[config.mk]
export PLATFORM = sky130hd
export DESIGN_NAME = lrbd_bus_driver
export DESIGN_NICKNAME = d
export VERILOG_FILES = /design/src/rtl/lrbd_pkg.sv /design/src/rtl/lrbd_rst_sync.sv /design/src/rtl/lrbd_sync.sv /design/src/rtl/lrbd_store.sv /design/src/rtl/lrbd_drive.sv /design/src/rtl/lrbd_bus_driver.sv
export SDC_FILE = /design/constraint.sdc
export NUM_CORES = 1
export LEC_CHECK = 0
export BUFFER_PORTS_ARGS = -buffer_cell sky130_fd_sc_hd__buf_4
export CAP_MARGIN = 10
export CORE_UTILIZATION = 50
export CTS_CLUSTER_DIAMETER = 150
export DETAILED_ROUTE_END_ITERATION = 7
export HOLD_SLACK_MARGIN = 0.12
export PLACE_DENSITY = 0.89
export SYNTH_ARGS = -nofsm -noshare
export SYNTH_HDL_FRONTEND = slang
export SYNTH_SLANG_ARGS = --single-unit
[constraint.sdc]
create_clock -name clk -period 6 [get_ports clk]
set_clock_uncertainty 0.05 [all_clocks]
set_input_delay 1.2 -clock clk [delete_from_list [all_inputs] [get_ports clk]]
set_output_delay 1.2 -clock clk [all_outputs]
set_load 0.005 [all_outputs]
[src/rtl/lrbd_pkg.sv]
package lrbd_pkg;
  typedef enum logic {
    PATH_HOLD = 1'b0,
    PATH_PASS = 1'b1
  } path_mode_e;

  localparam int unsigned SYNC_STAGES = 2;
endpackage

[src/rtl/lrbd_rst_sync.sv]
module lrbd_rst_sync #(
  parameter int unsigned STAGES = 2
) (
  input  logic clk,
  input  logic rst_n,
  output logic rst_n_sync_o
);
  logic [STAGES-1:0] chain_q;
  logic [STAGES-1:0] chain_d;

  always_comb begin
    chain_d = {chain_q[STAGES-2:0], 1'b1};
  end

  always_ff @(posedge clk or negedge rst_n) begin
    if (!rst_n) begin
      chain_q <= '0;
    end else begin
      chain_q <= chain_d;
    end
  end

  assign rst_n_sync_o = chain_q[STAGES-1];
endmodule

[src/rtl/lrbd_sync.sv]
module lrbd_sync #(
  parameter int unsigned WIDTH  = 2,
  parameter int unsigned STAGES = 2
) (
  input  logic             clk,
  input  logic             rst_n,
  input  logic [WIDTH-1:0] async_i,
  output logic [WIDTH-1:0] sync_o
);
  logic [WIDTH-1:0] stage_q [STAGES];

  for (genvar s = 0; s < STAGES; s++) begin : g_stage
    logic [WIDTH-1:0] stage_d;
    if (s == 0) begin : g_first
      assign stage_d = async_i;
    end else begin : g_next
      assign stage_d = stage_q[s-1];
    end

    always_ff @(posedge clk or negedge rst_n) begin
      if (!rst_n) begin
        stage_q[s] <= '0;
      end else begin
        stage_q[s] <= stage_d;
      end
    end
  end

  assign sync_o = stage_q[STAGES-1];
endmodule

[src/rtl/lrbd_store.sv]
module lrbd_store
  import lrbd_pkg::*;
#(
  parameter int unsigned DATA_W = 18
) (
  input  logic              clk,
  input  logic              rst_n,
  input  path_mode_e        mode_i,
  input  logic              bclk_s_i,
  input  logic [DATA_W-1:0] d_i,
  output logic [DATA_W-1:0] view_o
);
  logic              bclk_prev_q;
  logic              bclk_rise;
  logic              held_en;
  logic [DATA_W-1:0] held_q;
  logic [DATA_W-1:0] held_d;

  assign bclk_rise = bclk_s_i & ~bclk_prev_q;

  always_comb begin
    held_en = 1'b0;
    held_d  = held_q;
    unique case (mode_i)
      PATH_PASS: held_en = 1'b1;
      PATH_HOLD: held_en = bclk_rise;
      default:   held_en = 1'b0;
    endcase
    if (held_en) begin
      held_d = d_i;
    end
  end

  always_ff @(posedge clk or negedge rst_n) begin
    if (!rst_n) begin
      bclk_prev_q <= 1'b0;
      held_q      <= '0;
    end else begin
      bclk_prev_q <= bclk_s_i;
      if (held_en) begin
        held_q <= held_d;
      end
    end
  end

  assign view_o = (mode_i == PATH_PASS) ? d_i : held_q;

  a_r5_hold_stable: assert property (@(posedge clk) disable iff (!rst_n)
    (mode_i == PATH_HOLD && !bclk_rise) |=> $stable(held_q));

  a_r4_capture_on_rise: assert property (@(posedge clk) disable iff (!rst_n)
    (mode_i == PATH_HOLD && bclk_rise) |=> (held_q == $past(d_i)));

  a_r6_track_while_open: assert property (@(posedge clk) disable iff (!rst_n)
    (mode_i == PATH_PASS) |=> (held_q == $past(d_i)));
endmodule

[src/rtl/lrbd_drive.sv]
module lrbd_drive #(
  parameter int unsigned DATA_W = 18
) (
  input  logic              rst_n,
  input  logic              oe_n_i,
  input  logic [DATA_W-1:0] view_i,
  output logic [DATA_W-1:0] data_o,
  output logic [DATA_W-1:0] en_o
);
  logic drive_on;

  assign drive_on = ~oe_n_i & rst_n;

  for (genvar b = 0; b < DATA_W; b++) begin : g_bit
    assign en_o[b]   = drive_on;
    assign data_o[b] = drive_on & view_i[b];
  end
endmodule

[src/rtl/lrbd_bus_driver.sv]
module lrbd_bus_driver
  import lrbd_pkg::*;
#(
  parameter int unsigned DATA_W = 18
) (
  input  logic              clk,
  input  logic              rst_n,
  input  logic              bus_clk_i,
  input  logic              latch_en_i,
  input  logic              oe_n_i,
  input  logic [DATA_W-1:0] a_i,
  output logic [DATA_W-1:0] y_o,
  output logic [DATA_W-1:0] drive_en_o
);
  localparam int unsigned CTRL_W = 2;

  logic              rst_n_int;
  logic [CTRL_W-1:0] ctrl_async;
  logic [CTRL_W-1:0] ctrl_sync;
  path_mode_e        mode;
  logic [DATA_W-1:0] view;

  lrbd_rst_sync #(.STAGES(SYNC_STAGES)) u_rst_sync (
    .clk          (clk),
    .rst_n        (rst_n),
    .rst_n_sync_o (rst_n_int)
  );

  assign ctrl_async = {latch_en_i, bus_clk_i};

  lrbd_sync #(.WIDTH(CTRL_W), .STAGES(SYNC_STAGES)) u_ctrl_sync (
    .clk     (clk),
    .rst_n   (rst_n_int),
    .async_i (ctrl_async),
    .sync_o  (ctrl_sync)
  );

  assign mode = ctrl_sync[1] ? PATH_PASS : PATH_HOLD;

  lrbd_store #(.DATA_W(DATA_W)) u_store (
    .clk      (clk),
    .rst_n    (rst_n_int),
    .mode_i   (mode),
    .bclk_s_i (ctrl_sync[0]),
    .d_i      (a_i),
    .view_o   (view)
  );

  lrbd_drive #(.DATA_W(DATA_W)) u_drive (
    .rst_n  (rst_n_int),
    .oe_n_i (oe_n_i),
    .view_i (view),
    .data_o (y_o),
    .en_o   (drive_en_o)
  );

  a_r1_released_is_quiet: assert property (@(posedge clk) disable iff (!rst_n_int)
    oe_n_i |-> (drive_en_o == '0 && y_o == '0));

  a_r3_open_follows_input: assert property (@(posedge clk) disable iff (!rst_n_int)
    (mode == PATH_PASS && !oe_n_i) |-> (y_o == a_i));

  a_r2_all_bits_driven: assert property (@(posedge clk) disable iff (!rst_n_int)
    !oe_n_i |-> ($countones(drive_en_o) == DATA_W));
endmodule

Yosys cells after proc, flatten, opt, wreduce, memory -nomap -nowiden

Cells that the tools add are included.

Flip-flop bits (word level): 25
Bits of input ports: 23
Output and inout bits: 36
Logic and storage cells: 31

Muxes and demuxes: 3
Bitwise gates (word level): 23

Operator list:

| operator                        | number |
|---|---|
| bitwise AND 1 bit               | 20 |
| 2-to-1 mux 18 bit               | 1 |
| NOT 1 bit                       | 3 |
| case mux 1 bit (2 select lines) | 1 |
| 2-to-1 mux 1 bit                | 1 |

Logic depth before layout (Yosys ltp)

Depth in word-level cells: 3
Mapped depth: 5
Depth with buffers taken out: 3

Modules after synthesis

Synthesis repeated with hierarchy kept, for this count alone.

Cell total of the unflattened synthesis: 106
Area, all modules: 1461.4 sq um

By module, submodules not included:

| module        | instances | cells each | area each (sq um) | seq. area each (sq um) |
|---|---|---|---|---|
| lrbd_store    | 1         | 60         | 974.7             | 475.5 |
| lrbd_drive    | 1         | 39         | 332.8             | 0.0 |
| lrbd_sync     | 1         | 4          | 100.1             | 100.1 |
| lrbd_rst_sync | 1         | 3          | 53.8              | 50.0 |

Worst setup path before layout

No wires, ideal clock.

Path kind: input to output
Start: input port oe_n_i
End: output port drive_en_o[0]
Arrival time: 2.188 ns
Data required time: 4.750 ns
Setup slack: 2.562 ns
Stages: 5
Buffers on the path: 3
Path through: nand2b_1 -> clkbuf_1 -> buf_2 -> inv_1 -> buf_4

Longest elaborated chain between the ends: 2

Ends and longest elaborated chain:

| what              | line                  | RTL |
|---|---|---|
| start, declared   | lrbd_bus_driver.sv:10 | `input logic oe_n_i,` |
| NOT 1 bit         | lrbd_drive.sv:12      | `assign drive_on = ~oe_n_i & rst_n;` |
| bitwise AND 1 bit | lrbd_drive.sv:12      |  |
| end, declared     | lrbd_bus_driver.sv:13 | `output logic [DATA_W-1:0] drive_en_o` |

No other way between the ends.

Worst setup path after layout

Start: register u_rst_sync.chain_q[1]
End: output port drive_en_o[6]

Longest elaborated chain between the ends: 1

Ends and longest elaborated chain:

| what                   | line                | RTL |
|---|---|---|
| start, declared        | lrbd_rst_sync.sv:8  | `logic [STAGES-1:0] chain_q;` |
| start signal, assigned | lrbd_rst_sync.sv:19 | `chain_q <= chain_d;` |
| bitwise AND 1 bit      | lrbd_drive.sv:12    |  |

No other way between the ends.

==> results.md <==
- Outcome: finished, final reports clean
- RSZ-0062 raised after global routing: no
- Unique masters post-synth: 14
- IO buf count: 58
- GP Congestion: 0.698
- Post-Syn Instances: 107
- Ys Warns: 0
- DRC: 0
- Antenna cells: 0
- Clock latency on the worst-skew pair: 0.32 ns
- Largest net degree at the start of global routing: 25
- Hold_buf cts: 0
- Leak: 0.000871 µW
- Initial DRC count: 3
- Num CTS Buffers: 3
- Finished Layout Cells: 176
- Initial Util: 53.2%
- Post-synth top flop: dfrtp_1
- Startpoint types: flip-flop
- Rows: 18
- Setup TNS: 0 ns
- WL final: 2.35 mm
- Period utilization: 64.6%
- Total track usage: 18.9%
- Arr. time, crit path: 2.63 ns
- Cell count after placement: 172
- CP top delay family: flip-flops
- Max cap viols: 0
- Clock slew at reported path FFs: 0.13 ns
- CTS tree: built
- Die Ht: 53.6 µm
- Register area share after synthesis: 47.0%
- Vias: 855
- Share of cells above drive strength 1: 55.5%
- CP Capture Type: primary output
- Vias in the first global route: 852
- Worst Tran Pin Value: 1.02 ns
- Crit-path cells: nand2b_1 > inv_1 > buf_4
- Crit path buffers/inverters: 2
- ANT nets after route: 0
- Most common cell in the netlist: dfrtp_1
- Area leader, netlist: dfrtp_1
- Register Area: 626 µm²
- Number of fill cells: 204
- Final Util: 65.9%
- Critical path class: reg -> out
- Initial antenna violation count: 0
- Synth cell count leaders: dfrtp_1, buf_4, mux2i_1, nor2_1, mux2_4
- Area occupied by multi-input gates: 514 µm²
- Top cell type's share of synthesized area: 47.0%
- Tmin final: 3.88 ns
- Post-CTS Resized: 0
- Avg WL per Cell: 13.4 µm
- Hold Fails Final Rpt: 0
- Number of synthesized register bits: 25
- Cell type of the slowest stage on the worst timing path: dfrtp_1
- DR vias/cell: 4.86
- Global-route wire length before repair: 3.77 mm
- Hold Crit Class: reg -> async
- Final max-slew violation count: 0
- Postcts setup bufs: 0
- VDD IR max: 0.191 mV
- Syn Nets: 130
- Crit Path Max Fanout: 24
- WP depth: 3
- Cell Area, Synth: 0.00133 mm²
- H-Tree Depth: 1
- Total clock sinks: 25
- Root Driver: clkbuf_4
- P&R area growth vs syn: 23.9%
- Synth area leaders: dfrtp_1, mux2i_1, mux2_4
- Cell Pwr Density: 207 mW/mm²
- Data required time of the worst path: 4.75 ns
- Detailed Place HPWL: 1.72 mm
- Slew Limit Headroom: 31.8%
- Number of flops mapped to enable cells by yosys: 0
- Final Net Count: 170
- Clock Tree Buf Depth: 2
- Crit-path max cell delay: 0.96 ns
- Pre-antenna DRT Iters: 4
- Count of final setup violators: 0
- GRT overflow: 0
- Core box area: 0.00250 mm²
- Path depth of the worst reg2reg path: 2
- I/O pin count: 59
- Syn_area_per_cell: 12.4 µm²
- Die area: 0.00287 mm²
- Ys async rst share: 100%
- Fmax: 258 MHz
- Hold_ws: 0.317 ns
- Die Span X: 53.6 µm
==> cells in the final DEF (no fill, tap or decap) <==
master / n
conb_1: 1
mux2_4: 10
mux2i_1: 18
inv_1: 2
dfrtp_1: 25
nor2_1: 18
clkbuf_4: 3
a21oi_4: 1
buf_4: 58
nand2b_1: 1
mux2_2: 8
clkinv_2: 1
==> kinds of logic after synthesis <==
kind of cell	synth area share, %
buffers and inverters	14.3
multiplexers	31.6
AND/OR/NAND/NOR	5.55
flip-flops	47.0
other	0.282
AO/OA/AOI/OAI	1.22
==> path summary, 6_finish.rpt <==
| path | from | to | slack, ns |
|---|---|---|---|
| max reg2reg | u_ctrl_sync.sync_o[1]$_DFF_PN0_ | u_store.held_q[2]$_DFFE_PN0P_ | 3.89 |
| max | u_rst_sync.chain_q[1]$_DFF_PN0_ | drive_en_o[6] | 2.12 |
| max in group asynchronous | u_rst_sync.chain_q[1]$_DFF_PN0_ | u_store.held_q[13]$_DFFE_PN0P_ | 5.02 |
| min | u_rst_sync.chain_q[1]$_DFF_PN0_ | u_ctrl_sync.sync_o[1]$_DFF_PN0_ | 0.32 |
| min reg2reg | u_rst_sync.chain_q[1]$_DFF_PN0_ | u_ctrl_sync.sync_o[1]$_DFF_PN0_ | 0.32 |
| min in group clk | u_ctrl_sync.g_stage[1].stage_d[0]$_DFF_PN0_ | u_ctrl_sync.sync_o[0]$_DFF_PN0_ | 0.32 |
==> layout make-up <==
class / instances / area share, %
Sequential cell: 25 / 38.0
Multi-Input combinational cell: 57 / 31.2
Timing Repair Buffer: 58 / 26.4
Tap cell: 30 / 2.28
Clock buffer: 3 / 1.37
Inverter: 2 / 0.456
Clock inverter: 1 / 0.304
==> per-stage QoR <==
step           worst slack, ns  area [µm²]  power, µW
2_1_floorplan             2.56        1330        246
3_3_place_gp              2.28        1620        269
3_5_place_dp              2.21        1620        273
4_1_cts                   2.00        1650        345
5_1_grt                   1.65        1650        363
6_report                  2.12        1650        341
==> power by group <==
group	switching, µW	internal [µW]	total (µW)
registers	13.1	183	196
logic	25.1	47.7	72.9
clock network	47.0	24.9	71.9
total	85.2	255	341
==> flip-flops by register name, indices dropped and copies added (netlist names) <==
| register | flops |
|---|---|
| u_store.held_q | 18 |
| u_store.bclk_prev_q | 1 |
| u_rst_sync.chain_q | 2 |
| u_ctrl_sync.g_stage.stage_d | 2 |
| u_ctrl_sync.sync_o | 2 |
==> routing by layer <==
metal / vias to the layer above / share of wire, % / track usage, %
met3: 5 / 6.3 / 6.21
met5: - / 0 / 0
met4: 0 / 1.1 / 5.26
li1: 412 / - / -
met2: 32 / 53 / 34.0
met1: 406 / 39 / 21.4
==> worst reg2reg max path: stages (launching register included) <==
cell and delay (ns):
dfrtp_1 0.78, a21oi_4 0.77, mux2_2 0.41
(Power assumes the default switching activity.)
